==> config.mk <==
export PLATFORM = sky130hd
export DESIGN_NAME = tick_watchdog
export DESIGN_NICKNAME = d
export VERILOG_FILES = /design/src/rtl/tick_watchdog_pkg.sv /design/src/rtl/twd_prescale.sv /design/src/rtl/twd_counter.sv /design/src/rtl/twd_pulse.sv /design/src/rtl/tick_watchdog.sv
export SDC_FILE = /design/constraint.sdc
export NUM_CORES = 1
export LEC_CHECK = 0
export BUFFER_PORTS_ARGS = -buffer_cell sky130_fd_sc_hd__buf_2
export CORE_ASPECT_RATIO = 0.5
export CORE_MARGIN = 5
export CORE_UTILIZATION = 58
export DETAILED_ROUTE_END_ITERATION = 6
export GPL_ROUTABILITY_DRIVEN = 1
export PLACE_DENSITY = 0.9
export SYNTH_ARGS = -nofsm -noshare
export SYNTH_HDL_FRONTEND = slang
export SYNTH_HIERARCHICAL = 1
export SYNTH_SLANG_ARGS = --single-unit
==> constraint.sdc <==
create_clock -name clk -period 2.7 [get_ports clk]
set_input_delay 0.54 -clock clk [delete_from_list [all_inputs] [get_ports clk]]
set_output_delay 0.54 -clock clk [all_outputs]
set_load 0.01 [all_outputs]
==> src/rtl/tick_watchdog_pkg.sv <==
package tick_watchdog_pkg;

    localparam int REG_AW = 8;
    localparam int REG_DW = 8;
    localparam int CNT_W  = 8;

    localparam logic [REG_AW-1:0] ADDR_CTRL  = 8'h10;
    localparam logic [REG_AW-1:0] ADDR_VALUE = 8'h11;

    localparam logic [1:0] MODE_RESET = 2'b11;
    localparam logic [1:0] SEL_SLOW   = 2'b10;

    typedef struct packed {
        logic [1:0] mode;
        logic [3:0] spare;
        logic [1:0] sel;
    } ctrl_t;

    function automatic int unsigned max3(int unsigned a, int unsigned b, int unsigned c);
        int unsigned m;
        m = a;
        if (b > m) m = b;
        if (c > m) m = c;
        return m;
    endfunction

endpackage

==> src/rtl/twd_prescale.sv <==
module twd_prescale
    import tick_watchdog_pkg::*;
#(
    parameter int unsigned DIV_A = 256,
    parameter int unsigned DIV_B = 1024,
    parameter int unsigned DIV_C = 16384
) (
    input  logic       clk,
    input  logic       rst_n,
    input  logic [1:0] sel,
    input  logic       tick_slow,
    output logic       tick_o
);
    localparam int unsigned NDIV   = 3;
    localparam int unsigned MAXDIV = max3(DIV_A, DIV_B, DIV_C);
    localparam int unsigned CW     = $clog2(MAXDIV + 1);
    localparam int unsigned DIVS [NDIV] = '{DIV_A, DIV_B, DIV_C};

    logic [NDIV-1:0] fast_tick;

    for (genvar g = 0; g < NDIV; g++) begin : g_div
        localparam logic [CW-1:0] LAST = CW'(DIVS[g] - 1);

        typedef struct packed {
            logic [CW-1:0] cnt;
        } div_t;

        div_t div_d, div_q;

        always_comb begin
            div_d = div_q;
            if (div_q.cnt >= LAST) begin
                div_d.cnt = '0;
            end else begin
                div_d.cnt = div_q.cnt + 1'b1;
            end
        end

        always_ff @(posedge clk or negedge rst_n) begin
            if (!rst_n) begin
                div_q <= '0;
            end else begin
                div_q <= div_d;
            end
        end

        assign fast_tick[g] = (div_q.cnt >= LAST);
    end

    always_comb begin
        unique case (sel)
            2'b00:    tick_o = fast_tick[0];
            2'b01:    tick_o = fast_tick[1];
            SEL_SLOW: tick_o = tick_slow;
            default:  tick_o = fast_tick[2];
        endcase
    end

endmodule

==> src/rtl/twd_counter.sv <==
module twd_counter
    import tick_watchdog_pkg::*;
(
    input  logic             clk,
    input  logic             rst_n,
    input  logic             clear,
    input  logic             load,
    input  logic [CNT_W-1:0] load_val,
    input  logic             tick,
    output logic [CNT_W-1:0] count_o,
    output logic             expire_o
);
    typedef struct packed {
        logic [CNT_W-1:0] count;
    } cnt_state_t;

    cnt_state_t st_d, st_q;
    logic       expire_d;

    always_comb begin
        st_d     = st_q;
        expire_d = 1'b0;
        if (clear) begin
            st_d.count = '0;
        end else if (load) begin
            st_d.count = load_val;
        end else if (tick && (st_q.count != '0)) begin
            st_d.count = st_q.count - 1'b1;
            expire_d   = (st_q.count == CNT_W'(1));
        end
    end

    always_ff @(posedge clk or negedge rst_n) begin
        if (!rst_n) begin
            st_q <= '0;
        end else begin
            st_q <= st_d;
        end
    end

    assign count_o  = st_q.count;
    assign expire_o = expire_d;

endmodule

==> src/rtl/twd_pulse.sv <==
module twd_pulse #(
    parameter int unsigned RST_CYCLES = 32
) (
    input  logic clk,
    input  logic rst_n,
    input  logic start,
    output logic rst_n_o
);
    localparam int unsigned PW = $clog2(RST_CYCLES + 1);

    typedef struct packed {
        logic [PW-1:0] left;
    } pulse_state_t;

    pulse_state_t st_d, st_q;

    always_comb begin
        st_d = st_q;
        if (start) begin
            st_d.left = PW'(RST_CYCLES);
        end else if (st_q.left != '0) begin
            st_d.left = st_q.left - 1'b1;
        end
    end

    always_ff @(posedge clk or negedge rst_n) begin
        if (!rst_n) begin
            st_q <= '0;
        end else begin
            st_q <= st_d;
        end
    end

    assign rst_n_o = (st_q.left == '0);

endmodule

==> src/rtl/tick_watchdog.sv <==
module tick_watchdog
    import tick_watchdog_pkg::*;
#(
    parameter int unsigned DIV_A      = 256,
    parameter int unsigned DIV_B      = 1024,
    parameter int unsigned DIV_C      = 16384,
    parameter int unsigned RST_CYCLES = 32
) (
    input  logic              clk,
    input  logic              rst_n,
    input  logic              reg_we,
    input  logic [REG_AW-1:0] reg_addr,
    input  logic [REG_DW-1:0] reg_wdata,
    input  logic              status_rd,
    input  logic              tick_1hz,
    output logic [REG_DW-1:0] ctrl_o,
    output logic [CNT_W-1:0]  count_o,
    output logic              wdt_rst_n
);
    typedef struct packed {
        ctrl_t ctrl;
    } top_state_t;

    top_state_t st_d, st_q;
    logic       wr_ctrl, wr_value;
    logic       sel_tick, expire;

    assign wr_ctrl  = reg_we && (reg_addr == ADDR_CTRL);
    assign wr_value = reg_we && (reg_addr == ADDR_VALUE);

    always_comb begin
        st_d = st_q;
        if (wr_ctrl) begin
            st_d.ctrl = ctrl_t'(reg_wdata);
        end
    end

    always_ff @(posedge clk or negedge rst_n) begin
        if (!rst_n) begin
            st_q <= '0;
        end else begin
            st_q <= st_d;
        end
    end

    twd_prescale #(
        .DIV_A (DIV_A),
        .DIV_B (DIV_B),
        .DIV_C (DIV_C)
    ) u_prescale (
        .clk       (clk),
        .rst_n     (rst_n),
        .sel       (st_q.ctrl.sel),
        .tick_slow (tick_1hz),
        .tick_o    (sel_tick)
    );

    twd_counter u_counter (
        .clk      (clk),
        .rst_n    (rst_n),
        .clear    (status_rd),
        .load     (wr_value),
        .load_val (reg_wdata),
        .tick     (sel_tick),
        .count_o  (count_o),
        .expire_o (expire)
    );

    twd_pulse #(
        .RST_CYCLES (RST_CYCLES)
    ) u_pulse (
        .clk     (clk),
        .rst_n   (rst_n),
        .start   (expire && (st_q.ctrl.mode == MODE_RESET)),
        .rst_n_o (wdt_rst_n)
    );

    assign ctrl_o = st_q.ctrl;

endmodule

After elaboration in Yosys (flattened, before gate mapping)
Cells that the tools add are included.
{"block": "word_totals", "reg_bits": 67, "latchBits": 0, "mem_bits_rw": 0, "romBits": 0, "in_bits": 21, "out_inout_bits": 17, "n_memories": 0}
{"block": "op_classes", "n_addsub": 5, "mul": 0, "div_mod_pow": 0, "magnitude_cmp": 3, "eq_ne": 6, "shift": 0, "muxes": 12, "n_bitwise": 0, "n_reduce_logical": 10}
{"cell": "adder 15 x 1 -> 15 bit, second input constant", "count": 3}
{"cell": "2-to-1 mux 15 bit", "count": 3}
{"cell": "2-to-1 mux 8 bit", "count": 3}
{"cell": "== test 8 x 5 -> 1 bit, second input constant", "count": 2}
{"cell": ">= comparator 15 x 10 -> 1 bit, second input constant", "count": 1}
{"cell": ">= comparator 15 x 14 -> 1 bit, second input constant", "count": 1}
{"cell": ">= comparator 15 x 8 -> 1 bit, second input constant", "count": 1}
{"cell": "2-to-1 mux 6 bit", "count": 2}
{"cell": "== test 8 x 1 -> 1 bit, second input constant", "count": 1}
{"cell": "nonzero test 8 bit", "count": 1}
{"cell": "subtractor 8 x 1 -> 8 bit, second input constant", "count": 1}
{"cell": "logical NOT 6 bit", "count": 1}
{"cell": "nonzero test 6 bit", "count": 1}
{"cell": "subtractor 6 x 1 -> 6 bit, second input constant", "count": 1}
{"cell": "== test 2 bit, second input constant", "count": 2}
{"cell": "logical AND 1 bit", "count": 4}
{"cell": "2-to-1 mux 1 bit", "count": 3}
{"cell": "one-hot mux 1 bit (3 select lines)", "count": 1}
{"cell": "nonzero test 3 bit", "count": 1}
{"cell": "== test 2 x 1 -> 1 bit, second input constant", "count": 1}
{"cell": "logical NOT 2 bit", "count": 1}
{"cell": "nonzero test 2 bit", "count": 1}

Longest topological paths before layout
Gate-level depths: netlist (run 1).
{"block": "logic_depth", "ltp_word": 8, "depth_mapped": 10}

Hierarchy
Netlist (run 1), hierarchy kept.
{"mod": "twd_prescale", "instances": 1, "cells_per_inst": 175, "area_per_inst_um2": 1948.1, "seq_area_each_um2": 1126.1}
{"mod": "twd_counter", "instances": 1, "cells_per_inst": 62, "area_per_inst_um2": 599.3, "seq_area_each_um2": 200.2}
{"mod": "tick_watchdog", "instances": 1, "cells_per_inst": 22, "area_per_inst_um2": 382.9, "seq_area_each_um2": 200.2}
{"mod": "twd_pulse", "instances": 1, "cells_per_inst": 31, "area_per_inst_um2": 344.1, "seq_area_each_um2": 150.1}

Worst setup path before layout (run 1)
Ideal clock, no wire load.
{"block": "synth_timing", "path_type": "register -> register", "startpoint": "reg u_prescale/g_div[1].div_q[0] (netlist bit)", "endpoint": "reg u_pulse/st_q[0] (netlist bit)", "t_arrival_ps": 2297, "required_time_ps": 2575, "setup_slack_ps": 278, "stages_incl_launch_ff": 10, "path_buffers": 0, "synth_period_minus_slack_ps": 2422, "cell_sequence": "dfrtp_1 -> ha_1 -> a21oi_1 -> o311a_1 -> o31ai_1 -> nor2b_1 -> and3_1 -> and3_1 -> nor2_1 -> mux2_4"}
{"block": "synth_via", "elab_chain_len": 8}
{"element": "from (decl)", "line": "twd_prescale.sv:28", "text": "div_t div_d, div_q;"}
{"element": "from (signal assigned)", "line": "twd_prescale.sv:43", "text": "div_q <= div_d;"}
{"element": ">= comparator 15 x 10 -> 1 bit *", "line": "twd_prescale.sv:47", "text": "assign fast_tick[g] = (div_q.cnt >= LAST);"}
{"element": "one-hot mux 1 bit (3 select lines) *", "line": "twd_prescale.sv:51", "text": "unique case (sel)"}
{"element": "via sel_tick", "line": "tick_watchdog.sv:26", "text": "logic sel_tick, expire;"}
{"element": "logical AND 1 bit *", "line": "twd_counter.sv:27", "text": "end else if (tick && (st_q.count != '0)) begin"}
{"element": "2-to-1 mux 1 bit *", "line": "twd_counter.sv:27"}
{"element": "2-to-1 mux 1 bit *", "line": "twd_counter.sv:25", "text": "end else if (load) begin"}
{"element": "2-to-1 mux 1 bit *", "line": "twd_counter.sv:23", "text": "if (clear) begin"}
{"element": "via expire", "line": "tick_watchdog.sv:26"}
{"element": "logical AND 1 bit *", "line": "tick_watchdog.sv:74", "text": ".start (expire && (st_q.ctrl.mode == MODE_RESET)),"}
{"element": "2-to-1 mux 6 bit or nonzero test 2 bit (tied branches)"}
{"element": "to (signal assigned)", "line": "twd_pulse.sv:30", "text": "st_q <= st_d;"}
{"element": "to (decl)", "line": "twd_pulse.sv:15", "text": "pulse_state_t st_d, st_q;"}
Mark *: on every way through the listed nets, which the timed path passes. The rest lies on a longest branch.
A chain may end at the register's enable or synchronous reset.

Worst setup path in the final report (run 1)
{"block": "layout_timing", "startpoint": "reg u_prescale/g_div[2].div_q[1] (netlist bit)", "endpoint": "reg u_counter.st_q, in the netlist u_counter/count_o[6]"}
{"block": "layout_via", "elab_chain_len": 4}
{"element": "from (decl)", "line": "twd_prescale.sv:28"}
{"element": "from (signal assigned)", "line": "twd_prescale.sv:43"}
{"element": ">= comparator 15 x 14 -> 1 bit", "line": "twd_prescale.sv:47"}
{"element": "one-hot mux 1 bit (3 select lines)", "line": "twd_prescale.sv:51"}
{"element": "via sel_tick", "line": "tick_watchdog.sv:26"}
{"element": "logical AND 1 bit", "line": "twd_counter.sv:27"}
{"element": "nonzero test 3 bit (no source line)"}
{"element": "to (signal assigned)", "line": "twd_counter.sv:37", "text": "st_q <= st_d;"}
{"element": "to (decl)", "line": "twd_counter.sv:17", "text": "cnt_state_t st_d, st_q;"}
The timed path passes the listed nets, and every way through them passes these cells.

==> results of run 1 <==
-- synth_stat cells (all sizes together) (2+ instances only) --
master / n
or2: 2
nor2: 47
mux2: 9
a21oi: 8
mux2i: 2
nor4b: 8
ha: 8
nand2: 15
nand3: 11
nor3: 9
xor2: 9
and4: 2
clkbuf: 2
nand2b: 3
a21boi: 3
and3: 5
nand4: 5
inv: 14
buf: 4
a211oi: 6
dfrtp: 67
nor2b: 2
a211o: 2
xnor2: 18
nor3b: 3
nor4: 6
o31ai: 3
-- worst max-delay path, delay by kind of cell, from the launching register on --
kind,cells,cell delay [ns]
AND/OR/NAND/NOR,3,0.73
adder cells (fa/ha/maj),1,0.26
flip-flops,1,0.41
AO/OA/AOI/OAI,5,1.09
-- through the flow --
stage / std cells / hold WS (ns) / util
2_1_floorplan: 302 / 0.244 / -
3_3_place_gp: 410 / 0.484 / 0.656
3_5_place_dp: 410 / 0.492 / 0.656
4_1_cts: 425 / 0.247 / 0.713
5_1_grt: 427 / 0.286 / 0.722
6_report: 427 / 0.225 / 0.722
-- flip-flops by register name (all words and copies together), names as in the netlist --
| signal | cells |
|---|---|
| u_pulse/st_q | 6 |
| u_prescale/g_div.div_q | 45 |
| u_counter/count_o | 8 |
| ctrl_o | 8 |
-- how the worst max path moves through the flow --
stage / endpoint / cells after the start
CTS: u_counter/count_o[5] / 9
global placement: u_counter/count_o[5] / 8
floorplan: u_pulse/st_q[0] / 9
global route: u_counter/count_o[6] / 9
detailed placement: u_counter/count_o[5] / 9
finish: u_counter/count_o[6] / 9
-- cells in the final DEF, fill, tap and decap left out, drive strengths merged, types with 11 or more instances in the layout --
| master | Yosys | layout |
|---|---|---|
| dfrtp | 67 | 67 |
| nor2 | 47 | 47 |
| buf | 4 | 43 |
| xnor2 | 18 | 18 |
| nand2 | 15 | 15 |
| inv | 14 | 14 |
| conb | 1 | 13 |
| clkbuf | 2 | 13 |
| nand3 | 11 | 11 |
-- report_power, final --
part	internal [µW]	leakage, µW	switching, µW
combinational	405	0.000735	448
sequential	1120	0.000881	172
clock	829	0.000150	408
-- metal layers --
| layer | GRT usage | up-vias |
|---|---|---|
| li1 | - | 1126 |
| met2 | 0.413 | 128 |
| met3 | 0.0698 | 26 |
| met1 | 0.280 | 1264 |
| met5 | 0 | - |
| met4 | 0.0970 | 0 |
-- final cells by class --
| cell class | instances | area (µm²) |
|---|---|---|
| clock inverter | 2 | 60.1 |
| inverter | 14 | 52.6 |
| tap | 73 | 91.3 |
| sequential | 67 | 1680 |
| clock buffer | 13 | 250 |
| fill | 323 | 1520 |
| multi-input combinational | 215 | 1570 |
| timing repair buffer | 43 | 243 |
-- logic make-up after synthesis --
group                      Yosys count  share of synthesized area
adders and majority gates            8                     0.0306
other                                1                    0.00115
AOI/OAI and AO/OA                   33                     0.0802
and+or+nand+nor                    123                      0.224
muxes                               11                     0.0474
DFF                                 67                      0.512
xor gates and xnor gates            27                     0.0722
buffers and inverters               20                     0.0325
-- what timing repair did --
item,4_1_cts,5_1_grt
buffers inserted,0,2
hold buffers,0,0
pin swaps,0,2
setup endpoints to repair,1,5
resized for setup,1,8
==> flow_summary.toml, run 1 <==
[run_status]
status = "completed"

[timing]
relSlewSlack = 0.559
tightestPinTransition_ns = 0.661
period_needed_ns = 2.59
rsz_0062_raised_after_global_routing = "no"
setup_violations = 0
fmax_mhz = 386
finalMaxSlewViolations = 0
number_of_failing_hold_endpoints_at_the_final_stage = 0
totalNegativeSetupSlack_ns = 0
finalCritPeriodShare = 0.960
finalWorstSetupSlack_ns = 0.109
fin_skew_ns = 0.0127

[global_route]
vias_in_the_first_global_route = 2684
global_route.overflow_total = 0
grt_util_all_layers = 0.240
largest_net_degree_at_the_start_of_global_routing = 42
antenna_found_initial = 0
first_pass_grt_wire_length_mm = 13.5

[placement]
postPlaceCellArea_um2 = 3580
gp_congestion = 0.880
place_worst_setup_slack_ns = 0.0898
place_hpwl_mm = 4.87
place.port_buffers = 37

[clocking]
htreeDepth = 3
root_buffer = "sky130_fd_sc_hd__clkbuf_16"
cts_buffers = 9
clock_path_buffers = 2
clk_transition_reported_paths_ns = 0.06
clk-insertion-delay-late_ns = 0.33
tritoncts = "done"
tritoncts_num_sinks = 67

[logic_synthesis]
syn_avg_cell_area_um2 = 11.3
yosysSeqAreaShare = 0.512
yosysTopAreaCellShare = 0.512
synth_enable_flop_cells = 0
synthesized_instance_count = 290
asyncSetResetFlopFracSynth = 1.00
post_synth_instance_area_um2 = 3270
ys.warnings.count = 6
yosys.area.top_type = "sky130_fd_sc_hd__dfrtp_1"
synth.ff_latch_count = 67
primary_ff_master_synth = "sky130_fd_sc_hd__dfrtp_1"
synth.distinct_cells = 58
post_synth_main_area_contributors = "sky130_fd_sc_hd__dfrtp_1 (51%), sky130_fd_sc_hd__xnor2_1 (4.8%), sky130_fd_sc_hd__mux2_4 (4.1%), sky130_fd_sc_hd__nor2_1 (4.1%), sky130_fd_sc_hd__ha_1 (3.1%)"

[die]
vertical_die_dimension_um = 63.1
initial_utilization = 0.599
dieArea_um2 = 7340
die_boundary_width_um = 116
fp-row-count = 19
floorplan.io_pins = 38
core_um2 = 5470

[layout]
design.final.nets = 379
antenna-diode-count = 0
flow.area_growth_from_synthesis_pct = 20.6
fin_area_um2 = 3950
drive_above_1_share = 0.274

[drt]
met3WireLength_um = 565
detail_route.iter0.violations = 272
top_metal_layer_carrying_routed_signals = "met4"
count_of_tritonroute_iterations_in_the_first_routing_pass = 5
finalWirelength_mm = 8.11
route.detailed.vias_per_inst = 5.96
drc = 0
route.detailed.wl_per_inst_um = 19.0
wl_met1_mm = 3.19
wl_met2_mm = 4.16
vias = 2544
antenna_left = 0

[worst_setup_path]
worst_setup_path_end_kind = "register"
timing.critical_path.fanout_max = 4
data_arrival_time_at_the_worst_slack_endpoint_ns = 2.81
rrSetupSlack_ns = 0.11
startpoint_class_of_the_critical_path = "register"
path_cells = "ha_2 -> a21oi_1 -> nor4_2 -> o221ai_1 -> o31ai_2 -> nor2b_1 -> nand4b_1 -> a311o_1 -> a311oi_1"
crit_slowest_cell = "sky130_fd_sc_hd__dfrtp_1"
crit_type = "reg -> reg"
rr_startpoint = "u_prescale/g_div[2].div_q[1]"
r2r.worst_path.cells = 9
startpoint = "u_prescale/g_div[2].div_q[1]"
regToRegEndpoint = "u_counter/count_o[6]"
timing.critical_path.slowest_cell_delay_ns = 0.41
critical_path_required_ns = 2.92

[power_and_ir_drop]
p_per_area_nw_per_um2 = 856
leakagePower_uw = 0.00177
total_power_uw = 3380
max-vdd-ir-drop_v = 0.000558

[run]
max_cap_viol_count = 0

[worst_hold_path]
min_path_type = "in -> async"
(Power assumes the default switching activity.)
==> run 2: changes to the inputs <==
- MAX_ROUTING_LAYER: default -> met4
==> flow_summary.toml, run 2 (synthesis results as in run 1) <==
[run_status]
status = "completed"

[worst_setup_path]
r2r.worst_path.cells = 9
worst_setup_path_end_kind = "register"
timing.critical_path.to = "u_counter/count_o[6]"
timing.critical_path.slowest_cell_delay_ns = 0.42
crit_slowest_cell = "sky130_fd_sc_hd__dfrtp_1"
path_cells = "ha_2 -> a21oi_1 -> nor4b_2 -> nor3_1 -> o31ai_2 -> nor2b_1 -> nand4b_1 -> a311o_1 -> a311oi_1"
regToRegEndpoint = "u_counter/count_o[6]"
timing.critical_path.fanout_max = 4
startpoint_class_of_the_critical_path = "register"
rr_startpoint = "u_prescale/g_div[0].div_q[1]"
rrSetupSlack_ns = 0.02
crit_type = "reg -> reg"
critical_path_required_ns = 2.92
data_arrival_time_at_the_worst_slack_endpoint_ns = 2.89
startpoint = "u_prescale/g_div[0].div_q[1]"

[drt]
detail_route.iter0.violations = 258
count_of_tritonroute_iterations_in_the_first_routing_pass = 5
route.detailed.wl_per_inst_um = 19.3
route.detailed.vias_per_inst = 6.06
vias = 2580
finalWirelength_mm = 8.22
drc = 0
antenna_left = 0

[die]
fp-row-count = 19
dieArea_um2 = 7340
die_boundary_width_um = 116
vertical_die_dimension_um = 63.1
floorplan.io_pins = 38
initial_utilization = 0.599
core_um2 = 5470

[global_route]
grt_util_all_layers = 0.247
first_pass_grt_wire_length_mm = 13.5
largest_net_degree_at_the_start_of_global_routing = 42
antenna_found_initial = 0
global_route.overflow_total = 0
vias_in_the_first_global_route = 2684

[run]
max_cap_viol_count = 0

[timing]
number_of_failing_hold_endpoints_at_the_final_stage = 0
hold-worst-slack_ns = 0.240
tightestPinTransition_ns = 0.658
finalMaxSlewViolations = 0
period_needed_ns = 2.68
relSlewSlack = 0.561
fin_skew_ns = 0.0108
setup_violations = 0
fmax_mhz = 374
finalCritPeriodShare = 0.991

[clocking]
clock_path_buffers = 2
htreeDepth = 3
clk-insertion-delay-late_ns = 0.33
tritoncts = "done"
clk_transition_reported_paths_ns = 0.05
cts_buffers = 9
root_buffer = "sky130_fd_sc_hd__clkbuf_16"
tritoncts_num_sinks = 67

[layout]
multiInputGateArea_um2 = 1570
final_core_util = 0.721
antenna-diode-count = 0
regMostFlops = "u_prescale/g_div.div_q"
design.final.nets = 378
drive_above_1_share = 0.272
largest_reg_flops = 45
layout.cells.most_common_list = "sky130_fd_sc_hd__dfrtp_1 (65), sky130_fd_sc_hd__buf_2 (37), sky130_fd_sc_hd__nor2_1 (36)"
n_fill_cell = 322
ff_latch_area_um2 = 1680
final_common_cell = "sky130_fd_sc_hd__dfrtp_1"
flow.area_growth_from_synthesis_pct = 20.3

[placement]
gp_congestion = 0.895
place_hpwl_mm = 4.87
place.port_buffers = 37

[power_and_ir_drop]
leakagePower_uw = 0.00176
max-vdd-ir-drop_v = 0.000565
p_per_area_nw_per_um2 = 859

[worst_hold_path]
min_path_type = "in -> async"
## run 2: cell types whose count changed in the layout (fill, tap and decap cells not counted)
cell / previous run / this run
sky130_fd_sc_hd__buf_4: 5 / 4
## run 2: metrics by stage
stage / setup WS, ns / setup TNS, ns / power (µW) / area (µm²) / instances
final: 0.0233 / 0 / 3380 / 3940 / 426
after global routing: -0.00241 / -0.00241 / 3530 / 3940 / 426
after CTS: 0.0590 / 0 / 3330 / 3900 / 425
after detailed placement: 0.0898 / 0 / 2050 / 3580 / 410
after global placement: 0.259 / 0 / 1990 / 3580 / 410
after floorplan: 0.278 / 0 / 1820 / 3320 / 302
## run 2: what timing repair did
item / CTS / global route
pin swaps: 0 / 3
resized for setup: 1 / 8
cloned: 0 / 0
setup endpoints to repair: 1 / 5
hold buffers: 0 / 0
setup buffers: 0 / 1
## run 2: worst min path at each step
stage               cells past startpoint                    startpoint                            to  slack (ns)
floorplan                               0                         rst_n                     ctrl_o[0]        0.24
global placement                        1  u_prescale/g_div[0].div_q[0]  u_prescale/g_div[0].div_q[0]        0.48
detailed placement                      1                     ctrl_o[4]                     ctrl_o[4]        0.49
CTS                                     1                         rst_n                     ctrl_o[0]        0.25
global route                            1                         rst_n                     ctrl_o[0]        0.30
finish                                  1                         rst_n                     ctrl_o[3]        0.24
## run 2: final cells by class
| cell class | instances | area share |
|---|---|---|
| clock buffer | 13 | 0.0635 |
| clock inverter | 2 | 0.0152 |
| inverter | 14 | 0.0133 |
| multi-input combinational | 215 | 0.399 |
| sequential | 67 | 0.426 |
| tap | 73 | 0.0232 |
| timing repair buffer | 42 | 0.0597 |
## run 2: power by group
part | internal [µW] | total, µW | switching [µW]
clock network | 829 | 1230 | 397
logic | 403 | 870 | 466
registers | 1120 | 1290 | 172
total | 2350 | 3380 | 1040
## run 2: layer usage
metal | vias to the layer above | global-route usage | part of all wire
met1 | 1260 | 0.285 | 0.39
met2 | 163 | 0.413 | 0.51
met5 | - | - | 0
met4 | 0 | 0.101 | 0.039
li1 | 1123 | - | -
met3 | 34 | 0.0621 | 0.064
## run 2: worst max-delay path: cells and delay by family, from the launching register on
kind	cells	cell delay, ns
flops	1	0.42
compound gates	4	1.06
fa+ha+maj	1	0.25
simple gates	4	0.84
==> run 3: changes to the inputs <==
- CAP_MARGIN: default -> 20
- CORE_MARGIN: 5 -> 1.5
==> flow_summary.toml, run 3 (synthesis results as in run 1) <==
[worst_setup_path]
timing.critical_path.slowest_cell_delay_ns = 0.41
critPathTopFamily = "compound AO/OA/AOI/OAI gates"
startpoint = "u_prescale/g_div[0].div_q[0]"
timing.critical_path.fanout_max = 5
crit_slowest_cell = "sky130_fd_sc_hd__dfrtp_1"
path_cells = "ha_1 -> a21oi_1 -> nor4b_2 -> nor3_1 -> o31ai_1 -> buf_4 -> nor2b_1 -> nand4b_1 -> a311o_1 -> a311oi_1"
critical_path_required_ns = 2.93
crit_type = "reg -> reg"
worst_setup_path_end_kind = "register"
data_arrival_time_at_the_worst_slack_endpoint_ns = 2.91
critical_path_buf_inv_count = 1
startpoint_class_of_the_critical_path = "register"
rr_startpoint = "u_prescale/g_div[0].div_q[0]"

[power_and_ir_drop]
power.clock.fraction = 0.354
internal_power_uw = 2260
leakagePower_uw = 0.00176
net-switching-power_uw = 1030
p_comb_frac = 0.257
switching_share = 0.312
p_per_area_nw_per_um2 = 839
max-vdd-ir-drop_v = 0.000454
p_seq_frac = 0.389
total_power_uw = 3280

[die]
die_boundary_width_um = 109
core_um2 = 5470
fp-row-count = 19
floorplan.io_pins = 38
dieArea_um2 = 6130
initial_utilization = 0.599
vertical_die_dimension_um = 56.1

[clocking]
tritoncts_num_sinks = 67
clk_transition_reported_paths_ns = 0.06
clock_path_buffers = 2
clk-insertion-delay-late_ns = 0.33
root_buffer = "sky130_fd_sc_hd__clkbuf_16"
holdBufCountCts = 0
tritoncts = "done"
cts_buffers = 9
htreeDepth = 3

[layout]
largest_reg_flops = 45
flow.area_growth_from_synthesis_pct = 19.5
regMostFlops = "u_prescale/g_div.div_q"
design.final.nets = 379
final_core_util = 0.716
layout.cells.most_common_list = "sky130_fd_sc_hd__dfrtp_1 (67), sky130_fd_sc_hd__buf_2 (37), sky130_fd_sc_hd__nor2_1 (36)"
final_cells = 428
n_fill_cell = 336
antenna-diode-count = 0
drive_above_1_share = 0.270
final_common_cell = "sky130_fd_sc_hd__dfrtp_1"

[global_route]
antenna_found_initial = 0
global_route.overflow_total = 0
vias_in_the_first_global_route = 2446
largest_net_degree_at_the_start_of_global_routing = 42
grt_util_all_layers = 0.267
first_pass_grt_wire_length_mm = 11.7

[timing]
finalMaxSlewViolations = 0
fin_skew_ns = 0.00567
hold-worst-slack_ns = 0.232
relSlewSlack = 0.543
fmax_mhz = 373
finalWorstSetupSlack_ns = 0.0202
tightestPinTransition_ns = 0.682
number_of_failing_hold_endpoints_at_the_final_stage = 0
finalCritPeriodShare = 0.993
period_needed_ns = 2.68
setup_violations = 0

[placement]
placed_instance_count = 409
place.port_buffers = 37
place_hpwl_mm = 4.64
gp_congestion = 0.876
place_worst_setup_slack_ns = 0.0579

[drt]
finalWirelength_mm = 7.66
vias = 2507
detail_route.iter0.violations = 228
count_of_tritonroute_iterations_in_the_first_routing_pass = 4
route.detailed.vias_per_inst = 5.86
antenna_left = 0
drc = 0
route.detailed.wl_per_inst_um = 17.9

[run]
max_cap_viol_count = 0

[run_status]
status = "completed"

[worst_hold_path]
min_path_type = "in -> async"
[run 3: path summary, 6_finish.rpt]
check	slack, ns	cells past startpoint	end
hold / removal	0.23	1	u_prescale/g_div[2].div_q[11]
hold reg to reg	0.51	1	ctrl_o[2]
setup reg to reg	0.02	10	u_counter/count_o[6]
max in group asynchronous	1.82	2	u_prescale/g_div[1].div_q[3]
min in group clk	0.45	2	ctrl_o[5]
setup / recovery	0.02	10	u_counter/count_o[6]
[run 3: repair_timing]
action	4_1_cts	5_1_grt
gates resized for setup	0	4
setup buffers	0	3
setup endpoints to repair	0	3
[run 3: routing by layer]
layer / vias up / wire length [µm] / GRT usage
met2: 112 / 4050 / 0.438
met1: 1239 / 2860 / 0.309
met5: - / 0 / -
met4: 0 / 335 / 0.0965
li1: 1125 / - / -
met3: 31 / 417 / 0.0867
[run 3: layout make-up]
type                       instances  area (µm²)  share of cell area
sequential                        67        1680               0.429
multi-input combinational        215        1550               0.397
clock buffer                      11         243              0.0620
timing repair buffer              43         243              0.0620
tap                               73        91.3              0.0233
clock inverter                     5        52.6              0.0134
inverter                          14        52.6              0.0134
[run 3: through the flow]
| stage | instance area (µm²) | setup TNS (ns) |
|---|---|---|
| CTS | 3870 | 0 |
| detailed placement | 3580 | 0 |
| finish | 3910 | 0 |
| floorplan | 3320 | 0 |
| global route | 3910 | -0.0295 |
| global placement | 3580 | 0 |
[run 3: power groups by stage]
| stage | registers, µW | clock network [µW] | logic, µW |
|---|---|---|---|
| floorplan | 1280 | 0 | 541 |
| global placement | 1270 | 0 | 715 |
| detailed placement | 1280 | 0 | 755 |
| CTS | 1270 | 1180 | 776 |
| global route | 1290 | 1220 | 910 |
| finish | 1280 | 1160 | 845 |
